## src/rtl/uart9_pkg.sv

```systemverilog
package uart9_pkg;
  localparam int OSR    = 16;
  localparam int CNT_W  = $clog2(OSR);
  localparam int DATA_W = 9;
  localparam int IDX_W  = $clog2(DATA_W + 1);

  localparam logic [2:0] A_LINE  = 3'd0;
  localparam logic [2:0] A_IEN   = 3'd1;
  localparam logic [2:0] A_STAT  = 3'd2;
  localparam logic [2:0] A_DATA  = 3'd3;
  localparam logic [2:0] A_NINTH = 3'd4;
  localparam logic [2:0] A_BAUD  = 3'd5;

  typedef enum logic [1:0] {
    RX_IDLE,
    RX_START,
    RX_DATA,
    RX_STOP
  } rx_state_e;

  typedef struct packed {
    logic [DATA_W-1:0] data;
    logic              nine;
    logic              noise;
    logic              frame;
    logic              par_err;
  } rx_char_t;
endpackage

```

## src/rtl/uart9_sync.sv

```systemverilog
module uart9_sync #(
  parameter int STAGES = 2,
  parameter bit INIT   = 1'b1
) (
  input  logic clk,
  input  logic rst,
  input  logic din,
  output logic dout
);
  logic [STAGES-1:0] chain_q;

  always_ff @(posedge clk) begin
    if (rst) chain_q <= {STAGES{INIT}};
    else     chain_q <= {chain_q[STAGES-2:0], din};
  end

  assign dout = chain_q[STAGES-1];
endmodule

```

## src/rtl/uart9_baud.sv

```systemverilog
module uart9_baud #(
  parameter int PRE_W = 2,
  parameter int DIV_W = 3
) (
  input  logic             clk,
  input  logic             rst,
  input  logic [PRE_W-1:0] pre,
  input  logic [DIV_W-1:0] div,
  output logic             tick
);
  localparam int PRE_MAX = (1 << PRE_W) - 1;
  localparam int PER_W   = PRE_MAX + DIV_W + 1;

  logic [PER_W-1:0] period;
  logic [PER_W-1:0] cnt_q;

  always_comb begin
    period = ({{(PER_W-DIV_W){1'b0}}, div} + PER_W'(1)) << pre;
  end

  // >= instead of == so a lowered period cannot strand the counter
  always_ff @(posedge clk) begin
    if (rst) begin
      cnt_q <= '0;
      tick  <= 1'b0;
    end else if (cnt_q >= period - PER_W'(1)) begin
      cnt_q <= '0;
      tick  <= 1'b1;
    end else begin
      cnt_q <= cnt_q + PER_W'(1);
      tick  <= 1'b0;
    end
  end
endmodule

```

## src/rtl/uart9_vote.sv

```systemverilog
module uart9_vote (
  input  logic a,
  input  logic b,
  input  logic c,
  output logic maj,
  output logic split
);
  always_comb begin
    maj   = (a & b) | (a & c) | (b & c);
    split = !((a == b) && (b == c));
  end
endmodule

```

## src/rtl/uart9_rxfsm.sv

```systemverilog
module uart9_rxfsm
  import uart9_pkg::*;
(
  input  logic     clk,
  input  logic     rst,
  input  logic     tick,
  input  logic     rxs,
  input  logic     nine_mode,
  input  logic     par_en,
  input  logic     par_odd,
  output logic     done,
  output rx_char_t result
);
  localparam logic [CNT_W-1:0] SMP_A = CNT_W'(OSR/2 - 1);
  localparam logic [CNT_W-1:0] SMP_B = CNT_W'(OSR/2);
  localparam logic [CNT_W-1:0] SMP_C = CNT_W'(OSR/2 + 1);
  localparam logic [CNT_W-1:0] LAST  = CNT_W'(OSR - 1);

  rx_state_e         state_q;
  logic [CNT_W-1:0]  cnt_q;
  logic [IDX_W-1:0]  idx_q;
  logic [DATA_W-1:0] shreg_q;
  logic              s_a_q, s_b_q;
  logic              noise_q;
  logic              nine_q, pen_q, podd_q;
  logic              vote, split;
  logic [IDX_W-1:0]  last_idx;
  logic              par_bad;

  uart9_vote u_vote (
    .a    (s_a_q),
    .b    (s_b_q),
    .c    (rxs),
    .maj  (vote),
    .split(split)
  );

  always_comb begin
    last_idx = nine_q ? IDX_W'(DATA_W - 1) : IDX_W'(DATA_W - 2);
    // unused top position is cleared at start, so the full XOR is safe
    par_bad  = pen_q && ((^shreg_q) != podd_q);
  end

  always_ff @(posedge clk) begin
    if (rst) begin
      state_q <= RX_IDLE;
      cnt_q   <= '0;
      idx_q   <= '0;
      shreg_q <= '0;
      s_a_q   <= 1'b1;
      s_b_q   <= 1'b1;
      noise_q <= 1'b0;
      nine_q  <= 1'b0;
      pen_q   <= 1'b0;
      podd_q  <= 1'b0;
      done    <= 1'b0;
      result  <= '0;
    end else begin
      done <= 1'b0;
      if (tick) begin
        if (state_q == RX_IDLE) begin
          if (!rxs) begin
            state_q <= RX_START;
            cnt_q   <= '0;
            idx_q   <= '0;
            shreg_q <= '0;
            noise_q <= 1'b0;
            nine_q  <= nine_mode;
            pen_q   <= par_en;
            podd_q  <= par_odd;
          end
        end else begin
          cnt_q <= cnt_q + CNT_W'(1);
          if (cnt_q == SMP_A) s_a_q <= rxs;
          if (cnt_q == SMP_B) s_b_q <= rxs;
          if (cnt_q == SMP_C) begin
            case (state_q)
              RX_START: begin
                if (vote) state_q <= RX_IDLE;
                else      noise_q <= noise_q | split;
              end
              RX_DATA: begin
                shreg_q[idx_q] <= vote;
                noise_q        <= noise_q | split;
              end
              RX_STOP: begin
                done           <= 1'b1;
                result.data    <= shreg_q;
                result.nine    <= nine_q;
                result.noise   <= noise_q | split;
                result.frame   <= !vote;
                result.par_err <= par_bad;
                state_q        <= RX_IDLE;
              end
              default: state_q <= RX_IDLE;
            endcase
          end
          if (cnt_q == LAST) begin
            if (state_q == RX_START) begin
              state_q <= RX_DATA;
              idx_q   <= '0;
            end else if (state_q == RX_DATA) begin
              if (idx_q == last_idx) state_q <= RX_STOP;
              else                   idx_q   <= idx_q + IDX_W'(1);
            end
          end
        end
      end
    end
  end
endmodule

```

## src/rtl/uart9_rx.sv

```systemverilog
module uart9_rx
  import uart9_pkg::*;
#(
  parameter int PRE_W       = 2,
  parameter int DIV_W       = 3,
  parameter int SYNC_STAGES = 2
) (
  input  logic       clk,
  input  logic       rst,
  input  logic       rxd,
  input  logic       wr_en,
  input  logic       rd_en,
  input  logic [2:0] addr,
  input  logic [7:0] wdata,
  output logic [7:0] rdata,
  output logic       irq_rx,
  output logic       irq_err
);
  localparam int BAUD_W = PRE_W + DIV_W;

  logic [2:0]        line_q;
  logic [4:0]        ien_q;
  logic [BAUD_W-1:0] baud_q;
  logic [7:0]        buf_q;
  logic              ninth_q;
  logic              full_q, ovr_q, nf_q, fe_q, pe_q;
  logic              armed_q;
  logic              rxs, tick, rx_done;
  rx_char_t          rx_char;
  logic              clr_evt;
  logic [7:0]        stat_w;

  uart9_sync #(.STAGES(SYNC_STAGES), .INIT(1'b1)) u_sync (
    .clk (clk),
    .rst (rst),
    .din (rxd),
    .dout(rxs)
  );

  uart9_baud #(.PRE_W(PRE_W), .DIV_W(DIV_W)) u_baud (
    .clk (clk),
    .rst (rst),
    .pre (baud_q[BAUD_W-1:DIV_W]),
    .div (baud_q[DIV_W-1:0]),
    .tick(tick)
  );

  uart9_rxfsm u_fsm (
    .clk      (clk),
    .rst      (rst),
    .tick     (tick),
    .rxs      (rxs),
    .nine_mode(line_q[0]),
    .par_en   (line_q[1]),
    .par_odd  (line_q[2]),
    .done     (rx_done),
    .result   (rx_char)
  );

  always_comb begin
    clr_evt = rd_en && (addr == A_DATA) && armed_q;
    stat_w  = {3'b000, pe_q, fe_q, nf_q, ovr_q, full_q};
  end

  // control registers
  always_ff @(posedge clk) begin
    if (rst) begin
      line_q <= '0;
      ien_q  <= '0;
      baud_q <= '0;
    end else if (wr_en) begin
      case (addr)
        A_LINE:  line_q <= wdata[2:0];
        A_IEN:   ien_q  <= wdata[4:0];
        A_BAUD:  baud_q <= wdata[BAUD_W-1:0];
        default: ;
      endcase
    end
  end

  // buffer and flags: the clear sequence applies first, a new character wins
  always_ff @(posedge clk) begin
    if (rst) begin
      buf_q   <= '0;
      ninth_q <= 1'b0;
      full_q  <= 1'b0;
      ovr_q   <= 1'b0;
      nf_q    <= 1'b0;
      fe_q    <= 1'b0;
      pe_q    <= 1'b0;
      armed_q <= 1'b0;
    end else begin
      if (rd_en && addr == A_STAT) armed_q <= 1'b1;
      if (clr_evt) begin
        full_q  <= 1'b0;
        ovr_q   <= 1'b0;
        nf_q    <= 1'b0;
        fe_q    <= 1'b0;
        pe_q    <= 1'b0;
        armed_q <= 1'b0;
      end
      if (rx_done) begin
        armed_q <= 1'b0;
        if (full_q) begin
          ovr_q <= 1'b1;
        end else begin
          buf_q   <= rx_char.data[7:0];
          ninth_q <= rx_char.nine ? rx_char.data[8] : rx_char.data[7];
          full_q  <= 1'b1;
          if (rx_char.noise)   nf_q <= 1'b1;
          if (rx_char.frame)   fe_q <= 1'b1;
          if (rx_char.par_err) pe_q <= 1'b1;
        end
      end
    end
  end

  // registered read port and interrupt lines
  always_ff @(posedge clk) begin
    if (rst) begin
      rdata   <= '0;
      irq_rx  <= 1'b0;
      irq_err <= 1'b0;
    end else begin
      irq_rx  <= full_q & ien_q[0];
      irq_err <= |(ien_q[4:1] & {pe_q, fe_q, nf_q, ovr_q});
      if (rd_en) begin
        case (addr)
          A_LINE:  rdata <= {5'b0, line_q};
          A_IEN:   rdata <= {3'b0, ien_q};
          A_STAT:  rdata <= stat_w;
          A_DATA:  rdata <= buf_q;
          A_NINTH: rdata <= {7'b0, ninth_q};
          A_BAUD:  rdata <= 8'(baud_q);
          default: rdata <= '0;
        endcase
      end
    end
  end
endmodule

```

## config.mk

```make
export PLATFORM = sky130hd
export DESIGN_NAME = uart9_rx
export DESIGN_NICKNAME = d
export VERILOG_FILES = /design/src/rtl/uart9_pkg.sv /design/src/rtl/uart9_sync.sv /design/src/rtl/uart9_baud.sv /design/src/rtl/uart9_vote.sv /design/src/rtl/uart9_rxfsm.sv /design/src/rtl/uart9_rx.sv
export SDC_FILE = /design/constraint.sdc
export NUM_CORES = 1
export LEC_CHECK = 0
export BUFFER_PORTS_ARGS = -buffer_cell sky130_fd_sc_hd__buf_4
export CAP_MARGIN = 40
export CELL_PAD_IN_SITES_DETAIL_PLACEMENT = 1
export CELL_PAD_IN_SITES_GLOBAL_PLACEMENT = 1
export CORE_ASPECT_RATIO = 0.8
export CORE_MARGIN = 3
export CORE_UTILIZATION = 48
export CTS_BUF_LIST = sky130_fd_sc_hd__clkbuf_2 sky130_fd_sc_hd__clkbuf_4 sky130_fd_sc_hd__clkbuf_8
export DETAILED_ROUTE_END_ITERATION = 8
export PLACE_DENSITY_LB_ADDON = 0.1
export SYNTH_ARGS = -nofsm -noshare
export SYNTH_HDL_FRONTEND = slang
export SYNTH_SLANG_ARGS = --single-unit
export TNS_END_PERCENT = 10
```

## constraint.sdc

```tcl
create_clock -name clk -period 3 [get_ports clk]
set_input_delay 0 -clock clk [delete_from_list [all_inputs] [get_ports clk]]
set_output_delay 0 -clock clk [all_outputs]
set_load 0.02 [all_outputs]
```

==> run metrics, run 1 <==
period utilisation layout 0.920; Max-cap violations 0; vias per cell 5.72; Unique masters post-synth 65; final slew viol count 0; Clock transition at path regs 0.09 ns; R2R cell count 14; Worst Skew 0.00926 ns; initial core utilization 0.500; Synth Cell Area 0.00458 mm^2; Storage cell area 0.00174 mm^2; Fmax 362 MHz; crit path capture u_baud.cnt_q[6]; CP Launch Point baud_q[1]; VDD IR max 0.287 mV; worst reg2reg path startpoint baud_q[1]; Top Ports 26; CP delay by family, top compound AO/OA/AOI/OAI gates; Tot GR Track Use 0.211; P_leak 1.88 nW; Avg Synthesized Cell Area 8.69 um^2; placed insts 640; Finished Layout Cells 665; DR DRC count 0; R2R Path End u_baud.cnt_q[6]; post-DR wirelength/cell 16.4 um; CTS Buffer Depth 2; initial antenna violation count 0; setup TNS 0 ns; Placeable Area 0.00915 mm^2; DR vias 3807; FFs w/ async S/R, synth 0; Synth Flop Type dfxtp_1; Buf+Inv Stages, Crit Path 1; n_diodes 0; reg2reg setup slack 0.24 ns; WP data arrival 3.05 ns; slowest stage delay, CP 0.41 ns; Clock Latency Late Sink 0.36 ns; clk sink count 87; P per Cell Area 437 mW/mm^2; crit path capture type register; DRT Pass-1 Iters 4; CTS root buffer clkbuf_8; final core utilization 0.557; Starting DRT DRC Count 257; Layout fillers 1082; worst endpoint required time 3.29 ns; die extent in x 115 um; Fin. Hold Viols 0; first-pass GRT wire length 18.2 mm; class of the worst hold path input port to register; measured slew at the worst slew-check pin 0.790 ns; final WL 10.9 mm; cts bufs inserted 9; H-tree Lvls 3; ANT nets after route 0; Multi-input gate area 0.00263 mm^2; Synth Warn # 0; row cnt 31; Crit Path Max Fanout 6; Post-Synthesis Cells 527; Final Net Count 585; max_slew headroom 0.474; Die ar. 0.0108 mm^2; RSZ-0062 raised after global routing no; status finished clean; number of synthesized flops with an enable pin 0; CP Class register to register; Pwr Total 2.23 mW; Yosys reg bits 87; vias in the first global route 3762; largest net degree at the start of global routing 75; Setup violations, final 0; Levels on crit path 14; synthesis-to-finish area growth 11.3%; post-synth net total 566; CP Launch Type register; Final min period 2.76 ns; RePlAce Congestion 0.813; share of cells above drive strength 1 0.140; post-DP HPWL 7.90 mm; CTS tree built; post-synthesis sequential area ratio 0.380; input/output buffers 22; gr ovfl total 0; crit path max-delay cell type dfxtp_2; die height 93.4 um; cell chain of the critical path ha_4 -> nand2b_1 -> nand2_1 -> nand2_1 -> ha_1 -> inv_1 -> a221oi_4 -> a311oi_2 -> a31oi_1 -> ha_1 -> a21oi_1 -> o21ai_0 -> a211o_1 -> nor2_1
[cell families after synthesis]
group                      Yosys count  synth area share
adders and majority gates           23            0.0628
xor gates and xnor gates            19            0.0434
and+or+nand+nor                    187             0.200
buffers and inverters               49            0.0514
DFF                                 87             0.380
muxes                               31            0.0727
AOI/OAI and AO/OA                  131             0.189
[layer usage]
| metal | GRT usage | up-vias | wire length [um] |
|---|---|---|---|
| met4 | 0.0587 | 0 | 142 |
| li1 | - | 1888 | - |
| met5 | 0 | - | 0 |
| met3 | 0.0530 | 12 | 364 |
| met2 | 0.330 | 34 | 4970 |
| met1 | 0.289 | 1873 | 5450 |
[repair_timing]
action                                 CTS  global route
resized for setup                        1             4
hold buffers                             8             0
setup buffers                            0             1
endpoints found under the hold margin   20             0
pin swaps                                0             1
setup endpoints to repair                1             8
[synthesized netlist by cell type (7+ instances only)]
master,count,area [um^2]
nand2_1,67,251
nand2b_1,7,43.8
o21ai_0,11,55.1
ha_1,23,288
o21ai_1,8,40.0
clkbuf_1,11,41.3
inv_1,17,63.8
nand3_1,11,55.1
a22oi_1,11,82.6
dfxtp_1,87,1740
a21oi_1,57,285
buf_2,13,65.1
mux2_2,8,90.1
and3_1,7,43.8
a211oi_1,9,67.6
mux2i_1,22,220
xnor2_1,13,114
nor2_1,56,210
nor2b_1,8,50.1
[placed cells by master (no fill, tap or decap), types with 10 or more instances in the layout]
cell type | synthesis | routed
dfxtp_1 | 87 | 86
nand2_1 | 67 | 67
a21oi_1 | 57 | 57
nor2_1 | 56 | 56
buf_4 | 1 | 32
mux2i_1 | 22 | 22
ha_1 | 23 | 22
inv_1 | 17 | 17
xnor2_1 | 13 | 13
nand3_1 | 11 | 11
o21ai_0 | 11 | 11
a22oi_1 | 11 | 11
clkbuf_8 | 0 | 10
[worst min path at each step]
stage	from	cells after the start	slack, ns	endpoint
global placement	rxd	2	0.19	u_sync.chain_q[0]
finish	addr[1]	4	0.09	rdata[0]
floorplan	rxd	1	0.10	u_sync.chain_q[0]
detailed placement	rxd	2	0.19	u_sync.chain_q[0]
global route	addr[1]	4	0.1	line_q[2]
CTS	addr[1]	4	0.07	rdata[0]
[per-stage QoR]
| stage | cell area [um^2] | setup slack, ns | hold slack, ns |
|---|---|---|---|
| 6_report | 5100 | 0.240 | 0.0855 |
| 5_1_grt | 5100 | 0.0315 | 0.0953 |
| 4_1_cts | 5050 | 0.0311 | 0.0702 |
| 3_5_place_dp | 4780 | 0.000255 | 0.195 |
| 3_3_place_gp | 4780 | 0.224 | 0.188 |
| 2_1_floorplan | 4580 | 0.450 | 0.104 |
[sequential cells by signal (all words and copies together), names as in the netlist, 4 cells and up]
name,flops
buf_q,8
baud_q,5
u_fsm.cnt_q,4
u_fsm.idx_q,4
rdata,8
u_fsm.shreg_q,9
u_fsm.result,13
ien_q,5
u_baud.cnt_q,7
[cell type report]
type | count | area share
multi-input combinational | 391 | 0.516
sequential | 87 | 0.342
timing repair buffer | 40 | 0.0628
tap | 115 | 0.0282
clock buffer | 10 | 0.0270
inverter | 17 | 0.0125
clock inverter | 5 | 0.0113
[worst register-to-register path: stages, from the launching register on]
cell and delay [ns]:
dfxtp_2 0.41, ha_4 0.24, nand2b_1 0.11, nand2_1 0.06, nand2_1 0.07, ha_1 0.14
inv_1 0.07, a221oi_4 0.25, a311oi_2 0.14, a31oi_1 0.17, ha_1 0.26, a21oi_1 0.15
o21ai_0 0.13, a211o_1 0.32, nor2_1 0.16
[where the power goes]
group	total (mW)	internal, mW	switching (mW)
Clock	0.827	0.405	0.422
Combinational	0.207	0.0854	0.121
Sequential	1.20	1.17	0.0223
No activity file was read; power rests on OpenSTA's default activity.
==> run 2: changes to the inputs <==
- CORE_MARGIN: 3 -> 10
- SLEW_MARGIN: default -> 0
==> run metrics, run 2 (synthesis gave the netlist of run 1 again) <==
final WL 11.7 mm; CP Launch Type register; first-pass GRT wire length 20.0 mm; most frequent cells in the layout dfxtp_1 (86), nand2_1 (67), a21oi_1 (57), nor2_1 (56), buf_4 (31); row cnt 31; gr ovfl total 0; clk sink count 87; DR vias 3829; class of the worst hold path input port to register; Crit Path Max Fanout 6; Starting DRT DRC Count 223; CTS Buffer Depth 2; post-DR wirelength/cell 17.6 um; period utilisation layout 0.920; die height 107 um; VDD IR max 0.252 mV; cell chain of the critical path ha_2 -> nand2b_1 -> nand2_1 -> nand2_1 -> ha_1 -> inv_1 -> a221oi_4 -> a311oi_2 -> a31oi_1 -> ha_1 -> a21oi_1 -> o21ai_1 -> a211o_1 -> nor2_1; Layout fillers 1085; DR DRC count 0; H-tree Lvls 3; Die ar. 0.0139 mm^2; max_slew headroom 0.488; Setup violations, final 0; Buf+Inv Stages, Crit Path 1; commonest non-fill, non-tap cell in the layout dfxtp_1; setup TNS 0 ns; P_leak 1.88 nW; Max-cap violations 0; post-DP HPWL 8.33 mm; Worst Skew 0.0109 ns; CTS root buffer clkbuf_8; die extent in x 129 um; CP Class register to register; synthesis-to-finish area growth 11.1%; vias in the first global route 3960; placed insts 641; worst reg2reg path startpoint baud_q[1]; Clock Latency Late Sink 0.36 ns; CP Launch Point baud_q[1]; Fin. Hold Viols 0; Setup Fix Bufs, Post-CTS 0; crit path capture type register; P per Cell Area 440 mW/mm^2; measured slew at the worst slew-check pin 0.768 ns; cts bufs inserted 9; n_diodes 0; Tot GR Track Use 0.176; vias per cell 5.76; RSZ-0062 raised after global routing no; slowest stage delay, CP 0.39 ns; initial core utilization 0.498; CP delay by family, top compound AO/OA/AOI/OAI gates; largest net degree at the start of global routing 75; worst endpoint required time 3.29 ns; share of cells above drive strength 1 0.140; final slew viol count 0; CTS tree built; status finished clean; number of flip-flops in the largest register 13; Finished Layout Cells 665; HP Start addr[1]; Placeable Area 0.00919 mm^2; ANT nets after route 0; Reg with most FFs u_fsm.result; RePlAce Congestion 0.866; Clock transition at path regs 0.09 ns; initial antenna violation count 0; Final min period 2.76 ns; Fmax 362 MHz; Top Ports 26; DRT Pass-1 Iters 5; crit path max-delay cell type dfxtp_4; Pwr Total 2.24 mW; Largest regs u_fsm.result x13, u_fsm.shreg_q x9; WP data arrival 3.05 ns; Final Net Count 584; input/output buffers 22
## run 2: cell types whose count changed in the layout (fill, tap and decap cells not counted), sizes merged
cell / before / now
clkinvlp: 0 / 1
clkinv: 3 / 1
buf: 32 / 31
clkbuf: 10 / 12
## run 2: layout make-up
type | count | area [um^2] | area share
Timing Repair Buffer | 39 | 313 | 0.0614
Tap cell | 115 | 144 | 0.0283
Inverter | 17 | 63.8 | 0.0125
Clock buffer | 12 | 146 | 0.0288
Multi-Input combinational cell | 391 | 2620 | 0.515
Sequential cell | 87 | 1750 | 0.343
Clock inverter | 4 | 55.1 | 0.0108
## run 2: repair_timing
| action | in CTS | in global routing |
|---|---|---|
| hold buffers | 8 | 0 |
| hold endpoints to repair | 20 | 0 |
| resized for setup | 0 | 6 |
| endpoints found under the setup margin | 0 | 8 |
## run 2: per-stage QoR
stage          hold WS, ns  setup WS (ns)  area (um^2)   util
2_1_floorplan        0.104          0.450         4580      -
3_3_place_gp         0.188          0.215         4780  0.520
3_5_place_dp         0.190         0.0842         4790  0.521
4_1_cts             0.0583         0.0518         5070  0.551
5_1_grt             0.0990         0.0105         5090  0.554
6_report            0.0769          0.241         5090  0.554
## run 2: final timing paths
kind              slack [ns]  cells past startpoint                end
hold reg to reg         0.43                      1  u_sync.chain_q[1]
setup / recovery        0.24                     14    u_baud.cnt_q[5]
hold / removal          0.08                      4           rdata[0]
setup reg to reg        0.24                     14    u_baud.cnt_q[5]
## run 2: worst min-delay path, stage by stage
cell      delay, ns
buf_4          0.13
o221ai_1       0.14
o21ai_0        0.09
nor2_1         0.04
## run 2: per-layer routing
metal | track usage | wire length, um
met1 | 0.231 | 5470
met5 | 0 | 0
met3 | 0.0463 | 558
met4 | 0.0470 | 87
met2 | 0.278 | 5610
## run 2: where the power goes
| part | switching [mW] | total [mW] | internal (mW) | leakage, nW |
|---|---|---|---|---|
| clock | 0.419 | 0.837 | 0.418 | 0.101 |
| sequential | 0.0226 | 1.20 | 1.17 | 0.704 |
| combinational | 0.124 | 0.208 | 0.0844 | 1.07 |
